### src/rtl/sdboot_pkg.sv
package sdboot_pkg;

  // kind of command chosen for the current cycle
  typedef enum logic [1:0] {
    K_NONE,
    K_PRE,
    K_REF,
    K_LMR
  } cmd_kind_t;

  // sequencer phases
  typedef enum logic [2:0] {
    ST_IDLE,
    ST_ISSUE,
    ST_GAP,
    ST_TAIL,
    ST_DONE
  } seq_state_t;

  // pin patterns {cs_n, ras_n, cas_n, we_n}
  localparam logic [3:0] PINS_INHIBIT = 4'b1111;
  localparam logic [3:0] PINS_PRE     = 4'b0010;
  localparam logic [3:0] PINS_REF     = 4'b0001;
  localparam logic [3:0] PINS_LMR     = 4'b0000;

  // mode word fields
  localparam logic [2:0] BURST_LEN_8 = 3'b011;
  localparam logic       BURST_SEQ   = 1'b0;
  localparam logic [2:0] CAS_LAT_2   = 3'b010;
  localparam int         MODE_BITS   = 7;
  localparam logic [MODE_BITS-1:0] MODE_WORD = {CAS_LAT_2, BURST_SEQ, BURST_LEN_8};

  function automatic logic [3:0] kind_pins(cmd_kind_t k);
    logic [3:0] p;
    case (k)
      K_PRE:   p = PINS_PRE;
      K_REF:   p = PINS_REF;
      K_LMR:   p = PINS_LMR;
      default: p = PINS_INHIBIT;
    endcase
    return p;
  endfunction

endpackage

### src/rtl/sdboot_interval.sv
module sdboot_interval #(
  parameter int CW = 2
) (
  input  logic          clk,
  input  logic          rst,
  input  logic          load,
  input  logic [CW-1:0] load_val,
  input  logic          run,
  output logic          expired
);

  logic [CW-1:0] cnt_q;

  // load_val is at least 1; the wait then lasts load_val cycles
  always_ff @(posedge clk) begin
    if (rst) begin
      cnt_q <= '0;
    end else if (load) begin
      cnt_q <= load_val - CW'(1);
    end else if (run && (cnt_q != '0)) begin
      cnt_q <= cnt_q - CW'(1);
    end
  end

  assign expired = (cnt_q == '0);

endmodule

### src/rtl/sdboot_step_ctl.sv
module sdboot_step_ctl
  import sdboot_pkg::*;
#(
  parameter int REFRESH_CNT = 8,
  parameter int GAP_EFF     = 2,
  parameter int TAIL_EFF    = 2,
  parameter int CW          = 2
) (
  input  logic          clk,
  input  logic          rst,
  input  logic          start,
  input  logic          tmr_expired,
  output logic          tmr_load,
  output logic [CW-1:0] tmr_val,
  output logic          tmr_run,
  output cmd_kind_t     kind,
  output logic          accept,
  output logic          at_done
);

  localparam int SW = $clog2(REFRESH_CNT + 2);
  localparam logic [SW-1:0] LAST_STEP = SW'(REFRESH_CNT + 1);

  seq_state_t      state_q;
  logic [SW-1:0]   step_q;
  logic            last_step;

  assign last_step = (step_q == LAST_STEP);

  always_comb begin
    tmr_load = 1'b0;
    tmr_val  = CW'(GAP_EFF);
    tmr_run  = 1'b0;
    kind     = K_NONE;
    accept   = 1'b0;
    case (state_q)
      ST_IDLE: accept = start;
      ST_ISSUE: begin
        tmr_load = 1'b1;
        if (step_q == '0) begin
          kind = K_PRE;
        end else if (last_step) begin
          kind    = K_LMR;
          tmr_val = CW'(TAIL_EFF);
        end else begin
          kind = K_REF;
        end
      end
      ST_GAP:  tmr_run = 1'b1;
      ST_TAIL: tmr_run = 1'b1;
      default: ;
    endcase
  end

  always_ff @(posedge clk) begin
    if (rst) begin
      state_q <= ST_IDLE;
      step_q  <= '0;
    end else begin
      case (state_q)
        ST_IDLE: begin
          if (start) begin
            state_q <= ST_ISSUE;
            step_q  <= '0;
          end
        end
        ST_ISSUE: state_q <= last_step ? ST_TAIL : ST_GAP;
        ST_GAP: begin
          if (tmr_expired) begin
            state_q <= ST_ISSUE;
            step_q  <= step_q + SW'(1);
          end
        end
        ST_TAIL: begin
          if (tmr_expired) state_q <= ST_DONE;
        end
        default: state_q <= ST_DONE;
      endcase
    end
  end

  assign at_done = (state_q == ST_DONE);

endmodule

### src/rtl/sdboot_pin_reg.sv
module sdboot_pin_reg
  import sdboot_pkg::*;
#(
  parameter int ADDR_W = 13,
  parameter int BA_W   = 2,
  parameter int AP_BIT = 10
) (
  input  logic              clk,
  input  logic              rst,
  input  cmd_kind_t         kind,
  input  logic              accept,
  input  logic              at_done,
  output logic [3:0]        pins,
  output logic [ADDR_W-1:0] addr,
  output logic [BA_W-1:0]   ba,
  output logic              cke,
  output logic              done
);

  logic [ADDR_W-1:0] addr_n;

  for (genvar i = 0; i < ADDR_W; i++) begin : g_abit
    if (i == AP_BIT && i < MODE_BITS) begin : g_both
      assign addr_n[i] = (kind == K_PRE) || ((kind == K_LMR) && MODE_WORD[i]);
    end else if (i == AP_BIT) begin : g_ap
      assign addr_n[i] = (kind == K_PRE);
    end else if (i < MODE_BITS) begin : g_mode
      assign addr_n[i] = (kind == K_LMR) && MODE_WORD[i];
    end else begin : g_zero
      assign addr_n[i] = 1'b0;
    end
  end

  always_ff @(posedge clk) begin
    if (rst) begin
      pins <= PINS_INHIBIT;
      addr <= '0;
      ba   <= '0;
      cke  <= 1'b0;
      done <= 1'b0;
    end else begin
      pins <= kind_pins(kind);
      addr <= addr_n;
      ba   <= '0;
      cke  <= cke | accept;
      done <= at_done;
    end
  end

endmodule

### src/rtl/sdram_boot_seq.sv
module sdram_boot_seq
  import sdboot_pkg::*;
#(
  parameter int ADDR_W      = 13,
  parameter int BA_W        = 2,
  parameter int AP_BIT      = 10,
  parameter int REFRESH_CNT = 8,
  parameter int GAP_CLKS    = 2,
  parameter int TAIL_CLKS   = 2
) (
  input  logic              clk,
  input  logic              rst,
  input  logic              start,
  output logic              sd_cs_n,
  output logic              sd_ras_n,
  output logic              sd_cas_n,
  output logic              sd_we_n,
  output logic [BA_W-1:0]   sd_ba,
  output logic [ADDR_W-1:0] sd_addr,
  output logic              sd_cke,
  output logic              done
);

  localparam int GAP_EFF  = (GAP_CLKS < 1) ? 1 : GAP_CLKS;
  localparam int TAIL_EFF = (TAIL_CLKS < 2) ? 2 : TAIL_CLKS;
  localparam int MAX_WAIT = (GAP_EFF > TAIL_EFF) ? GAP_EFF : TAIL_EFF;
  localparam int CW       = $clog2(MAX_WAIT + 1);

  logic          tmr_load;
  logic [CW-1:0] tmr_val;
  logic          tmr_run;
  logic          tmr_expired;
  cmd_kind_t     kind;
  logic          accept;
  logic          at_done;
  logic [3:0]    pins;

  sdboot_interval #(.CW(CW)) u_interval (
    .clk      (clk),
    .rst      (rst),
    .load     (tmr_load),
    .load_val (tmr_val),
    .run      (tmr_run),
    .expired  (tmr_expired)
  );

  sdboot_step_ctl #(
    .REFRESH_CNT (REFRESH_CNT),
    .GAP_EFF     (GAP_EFF),
    .TAIL_EFF    (TAIL_EFF),
    .CW          (CW)
  ) u_step (
    .clk         (clk),
    .rst         (rst),
    .start       (start),
    .tmr_expired (tmr_expired),
    .tmr_load    (tmr_load),
    .tmr_val     (tmr_val),
    .tmr_run     (tmr_run),
    .kind        (kind),
    .accept      (accept),
    .at_done     (at_done)
  );

  sdboot_pin_reg #(
    .ADDR_W (ADDR_W),
    .BA_W   (BA_W),
    .AP_BIT (AP_BIT)
  ) u_pins (
    .clk     (clk),
    .rst     (rst),
    .kind    (kind),
    .accept  (accept),
    .at_done (at_done),
    .pins    (pins),
    .addr    (sd_addr),
    .ba      (sd_ba),
    .cke     (sd_cke),
    .done    (done)
  );

  assign {sd_cs_n, sd_ras_n, sd_cas_n, sd_we_n} = pins;

endmodule

### config.mk
export PLATFORM = sky130hd
export DESIGN_NAME = sdram_boot_seq
export DESIGN_NICKNAME = d
export VERILOG_FILES = /design/src/rtl/sdboot_pkg.sv /design/src/rtl/sdboot_interval.sv /design/src/rtl/sdboot_step_ctl.sv /design/src/rtl/sdboot_pin_reg.sv /design/src/rtl/sdram_boot_seq.sv
export SDC_FILE = /design/constraint.sdc
export NUM_CORES = 1
export LEC_CHECK = 0
export ABC_AREA = 1
export BUFFER_PORTS_ARGS = -buffer_cell sky130_fd_sc_hd__buf_2
export CAP_MARGIN = 10
export CORE_ASPECT_RATIO = 1.5
export CORE_MARGIN = 2
export CORE_UTILIZATION = 40
export DETAILED_ROUTE_END_ITERATION = 6
export SLEW_MARGIN = 10
export SYNTH_ARGS = -nofsm -noshare
export SYNTH_HDL_FRONTEND = slang
export SYNTH_SLANG_ARGS = --single-unit
### constraint.sdc
create_clock -name clk -period 3 [get_ports clk]
set_clock_uncertainty 0.2 [all_clocks]
set_input_delay 0.45 -clock clk [delete_from_list [all_inputs] [get_ports clk]]
set_output_delay 0.45 -clock clk [all_outputs]
set_load 0.01 [all_outputs]
==> Yosys cells after proc, flatten, opt, wreduce, memory -nomap -nowiden <==
Cells that the tools add are included.
{ "word_totals": {"inputBits": 3, "ff_bits": 28, "elab_cells": 51, "out_inout_bits": 21} }
{ "op_classes": {"eq_ne": 11, "add_sub_neg": 2, "n_bitwise": 1, "muxes": 17, "n_reduce_logical": 11} }
{ "op_table": {"columns": ["cell", "count"], "rows": [
  ["3-bit one-hot mux with 4 select lines", 1],
  ["4-bit one-hot mux with 3 select lines", 1],
  ["3-bit 2-to-1 mux", 3],
  ["4-bit 2-to-1 mux", 2],
  ["4-bit one-hot mux with 2 select lines", 1],
  ["1-bit 2-to-1 mux", 7],
  ["3-bit by 2-bit equality test with 1-bit output, second input constant", 2],
  ["2-bit != test, second input constant", 3],
  ["3-bit AND reduction", 2],
  ["2-bit nonzero test", 3],
  ["4-bit by 1-bit adder with 4-bit output, second input constant", 1],
  ["2-bit equality test, second input constant", 2],
  ["4-bit equality test, second input constant", 1],
  ["4-bit logical NOT", 1],
  ["2-bit 2-to-1 mux", 2],
  ["2-bit OR reduction", 2],
  ["3-bit by 1-bit equality test with 1-bit output, second input constant", 1],
  ["3-bit equality test, second input constant", 1],
  ["3-bit logical NOT", 1],
  ["2-bit by 1-bit equality test with 1-bit output, second input constant", 1],
  ["2-bit logical NOT", 1],
  ["2-bit by 1-bit subtractor with 2-bit output, second input constant", 1],
  ["1-bit logical AND", 1],
  ["1-bit OR", 1]
]} }

==> Longest topological paths before layout <==
{ "depth": {"word_depth": 6, "ltp_mapped": 8, "ltp_nobuf": 8} }

==> Modules after synthesis <==
Synthesis repeated with hierarchy kept, for this count alone.
{ "hier_totals": {"cells_unflattened": 132, "hier_area_um2": 952.2} }
{ "modules_own_cells": {"columns": ["module", "seq_area_each_um2", "instances", "cells_per_inst", "area_per_inst_um2"], "rows": [
  ["sdboot_step_ctl", 140.1, 1, 71, 506.7],
  ["sdboot_pin_reg", 140.1, 1, 33, 296.5],
  ["sdboot_interval", 40.0, 1, 28, 148.9]
]} }

==> Least setup slack after synthesis <==
OpenSTA, ideal clock, no wires.
{ "synth_path": {"path_type": "register to register", "from": "register u_interval.cnt_q[0]", "to": "register u_step.state_q[0]", "setup_slack_ps": 1695, "n_path_buf": 0, "period_less_slack_ps": 1305, "arrival_time_ps": 996, "t_required_ps": 2691, "stages_incl_launch_ff": 8, "setup_ps": 109, "path_cell_list": "dfxtp_1 inv_1 ha_1 nand3b_4 nand3_4 nand3_1 nand2_1 inv_1"} }
{ "synth_via": {"elab_chain_cells": 3, "word_cells_on_any_way": 4, "classes_between": "eq/ne (2); reduce/logical (2)"} }
{ "synth_rtl": {"columns": ["item", "line", "source"], "rows": [
  ["from (decl)", "sdboot_interval.sv:12", "logic [CW-1:0] cnt_q;"],
  ["from (signal assigned)", "sdboot_interval.sv:19", "cnt_q <= load_val - CW'(1);"],
  ["from (signal assigned)", "sdboot_interval.sv:21", "cnt_q <= cnt_q - CW'(1);"],
  ["2-bit logical NOT *", "sdboot_interval.sv:25", "assign expired = (cnt_q == '0);"],
  ["2-bit != test (no source line)", null, null],
  ["3-bit AND reduction (no source line) *", null, null],
  ["to (signal assigned)", "sdboot_step_ctl.sv:67", "ST_ISSUE: state_q <= last_step ? ST_TAIL : ST_GAP;"],
  ["to (decl)", "sdboot_step_ctl.sv:24", "seq_state_t state_q;"]
]} }
Every way passes the cells marked *; elsewhere a longest branch is shown, timed or not.
A chain may end at the register's enable or synchronous reset.

==> Worst setup path after layout <==
{ "layout_path": {"from": "register u_pins.addr[5]", "to": "output port sd_addr[5]"} }
{ "layout_lines": {"columns": ["item", "line", "source"], "rows": [
  ["from (decl)", "sdboot_pin_reg.sv:14", "output logic [ADDR_W-1:0] addr,"],
  ["from (signal assigned)", "sdboot_pin_reg.sv:43", "addr <= addr_n;"],
  ["to (decl)", "sdram_boot_seq.sv:19", "output logic [ADDR_W-1:0] sd_addr,"]
]} }
No word-level cell between the ends.

==> impl_metrics.ini <==
[hold_path]
hold_start = start
hp-class = in2reg

[die]
row_count = 20
coreArea_mm2 = 0.00200
dieArea_mm2 = 0.00246
fp.dieH_um = 59.8
die_w_um = 41.2
start_util_pct = 41.5
io_pins = 24

[routing]
drt-initial-drc-count = 6
wire_per_inst_um = 9.71
firstDrtPassIters = 4
drt_wl_total_um = 1310
postRouteAntennaNets = 0
vias_per_cell = 4.39
drc = 0
vias = 593

[setup_path]
crit_path_cell_trace = buf_2
worst-path-buf-inv = 1
crit_required_ps = 2350
worst_setup_path_end_kind = primary output
crit_fanout = 3
crit_path_start = u_pins.addr[5]$_SDFF_PP0_
crit_type = reg2out
start_kind = flop
slowest_stage = dfxtp_1
cp.arrival_ps = 740
cpPeakStageDelay_ps = 340
r2r_start = u_interval.cnt_q[0]$_SDFFE_PP0P_
cpLargestDelayFamily = flip-flops

[synthesis]
yosysTopAreaCell = dfxtp_1
synth.distinct_cells = 23
synthAdderAreaFrac_pct = 6.02
synthXorXnorAreaFrac_pct = 0
synth_top_family_by_area = simple AND/OR/NAND/NOR gates
synthMuxAreaShare_pct = 0
synthTopCellsByArea = dfxtp_1, buf_4, nand2_1
synth_simple_gate_area_share_pct = 30.3
syn_avg_cell_area_um2 = 8.15
syn_inst = 102
synthDominantCellAreaShare_pct = 38.6
synth_compound_area_share_pct = 4.97
synth.cell_area_um2 = 831
ys_seq_area_share_pct = 38.6
yosysWarnings = 0
ys_seq_elements = 16

[finish]
fin_cells = 135
final_nets = 122
drive_above_1_share_pct = 24.8
regArea_um2 = 320
n_fill_cell = 218
multi_input_area_um2 = 384
num_antenna_cells = 0
area_growth_pct = 5.12

[place]
portBuffers = 12
place_inst = 132
gp_congestion = 0.804
hpwl_um = 1060

[pwr]
clock_power_share_pct = 21.9
p_int_w = 0.000335
p_leak_nw = 0.447
swShare_pct = 34.1
power_density_mw_per_mm2 = 582
p_seq_share_pct = 51.2
switchingPower_w = 0.000173
ir_worst_vdd_uv = 215
comb_power_share_pct = 26.8

[global_route]
antenna_found_initial = 0
grt_max_degree = 9
use_met1_pct = 14.3
use_met3_pct = 2.23
grt-busiest-layer = met2
grt-ovfl-total = 0
grt_pass1_wl_um = 2190
grt_util_all_layers_pct = 13.4
grt_use_met2_pct = 22.3
grt_pass1_vias = 548

[timing]
setup_tns_ps = 0
hold_viol = 0
setup_viol = 0
max_freq_mhz = 717
fin_crit_sh_pct = 46.5
finalCriticalPeriod_ps = 1390
finalMaxSlewViolations = 0
rsz0062_at_grt = no

[clock_network]
root_buffer = clkbuf_4
htreeDepth = 1
clk_pin_slew_ps = 90
hold_buffers = 0
ctsResizeCount = 0
cts_tree = yes
clk_path_buf_depth = 2
cts_setup_buffers = 0
cts_buffers = 3
clock_latency_ps = 280
cts_sinks = 16

[flow_run]
drv_cap = 0

[status]
status = complete, no violations
## sequential cells by signal, summed over array words and instances, names as in the netlist
signal,cells
u_interval.cnt_q,2
u_pins.addr,2
u_pins.cke,1
u_pins.done,1
u_pins.pins,3
u_step.state_q,3
u_step.step_q,4
## placed cells by master (no fill, tap or decap), types with 2 or more instances in the layout
master     n
nand3_1    8
nor2_1     5
conb_1    11
ha_1       4
inv_1     11
clkbuf_4   3
dfxtp_1   16
buf_2     12
a21oi_1    6
nor2_2     3
nand3_2    2
nand4_1    2
nand2_1   17
inv_2      3
## kinds of logic (layout without fill, tap and decap cells)
| group | after synthesis | in the layout |
|---|---|---|
| AND/OR/NAND/NOR | 44 | 44 |
| buffers and inverters | 29 | 30 |
| flip-flops | 16 | 16 |
| AO/OA/AOI/OAI | 8 | 8 |
| adder cells (fa/ha/maj) | 4 | 4 |
| other | 1 | 11 |
## synth_stat cells (all sizes together)
master	count
a21oi	6
a31oi	1
buf	14
conb	1
dfxtp	16
ha	4
inv	15
nand2	17
nand3	11
nand3b	1
nand4	2
nor2	9
nor2b	1
nor3	1
nor4	1
o21ai	1
or2	1
## metrics by stage
step	util, %	cell area [um^2]	setup WS (ps)	power (W)	hold slack, ps
after floorplan	-	868	1700	0.000382	268
after global placement	42.5	851	1640	0.000402	242
after detailed placement	42.5	851	1630	0.000404	245
after CTS	43.6	873	1600	0.000513	237
after global routing	43.6	873	1470	0.000549	259
final	43.6	873	1610	0.000508	244
## worst paths after layout
path | endpoint | slack [ps] | cells past startpoint
worst max-delay path | sd_addr[5] | 1610 | 1
worst min-delay path | u_pins.cke$_SDFF_PP0_ | 240 | 3
worst max register to register | u_step.state_q[0]$_SDFFE_PP0P_ | 1620 | 7
worst min register to register | u_pins.cke$_SDFF_PP0_ | 260 | 2
## area by class of cell
class | count | share of cell area [%]
Inverter | 15 | 6.73
Sequential cell | 16 | 36.7
Tap cell | 22 | 3.15
Timing Repair Buffer | 12 | 6.88
Multi-Input combinational cell | 67 | 44.0
Clock buffer | 3 | 2.58
## power groups by stage
stage	logic (W)	registers, W	clock network, W
final	0.000136	0.000260	0.000111
after global routing	0.000161	0.000264	0.000124
after CTS	0.000139	0.000261	0.000114
after detailed placement	0.000138	0.000265	0
after global placement	0.000138	0.000265	0
after floorplan	0.000116	0.000266	0
## routing by layer
| metal | wire length [um] | vias to the layer above | share of wire, % |
|---|---|---|---|
| met2 | 696 | 12 | 53 |
| met1 | 545 | 255 | 42 |
| met5 | 0 | - | 0 |
| li1 | - | 324 | - |
| met3 | 49 | 2 | 3.7 |
| met4 | 19 | 0 | 1.4 |
## tightest hold or removal path, cell delays in order
cell     delay (ps)
buf_2           110
nand3_1          70
a21oi_1          50
No activity file was read; power rests on OpenSTA's default activity.
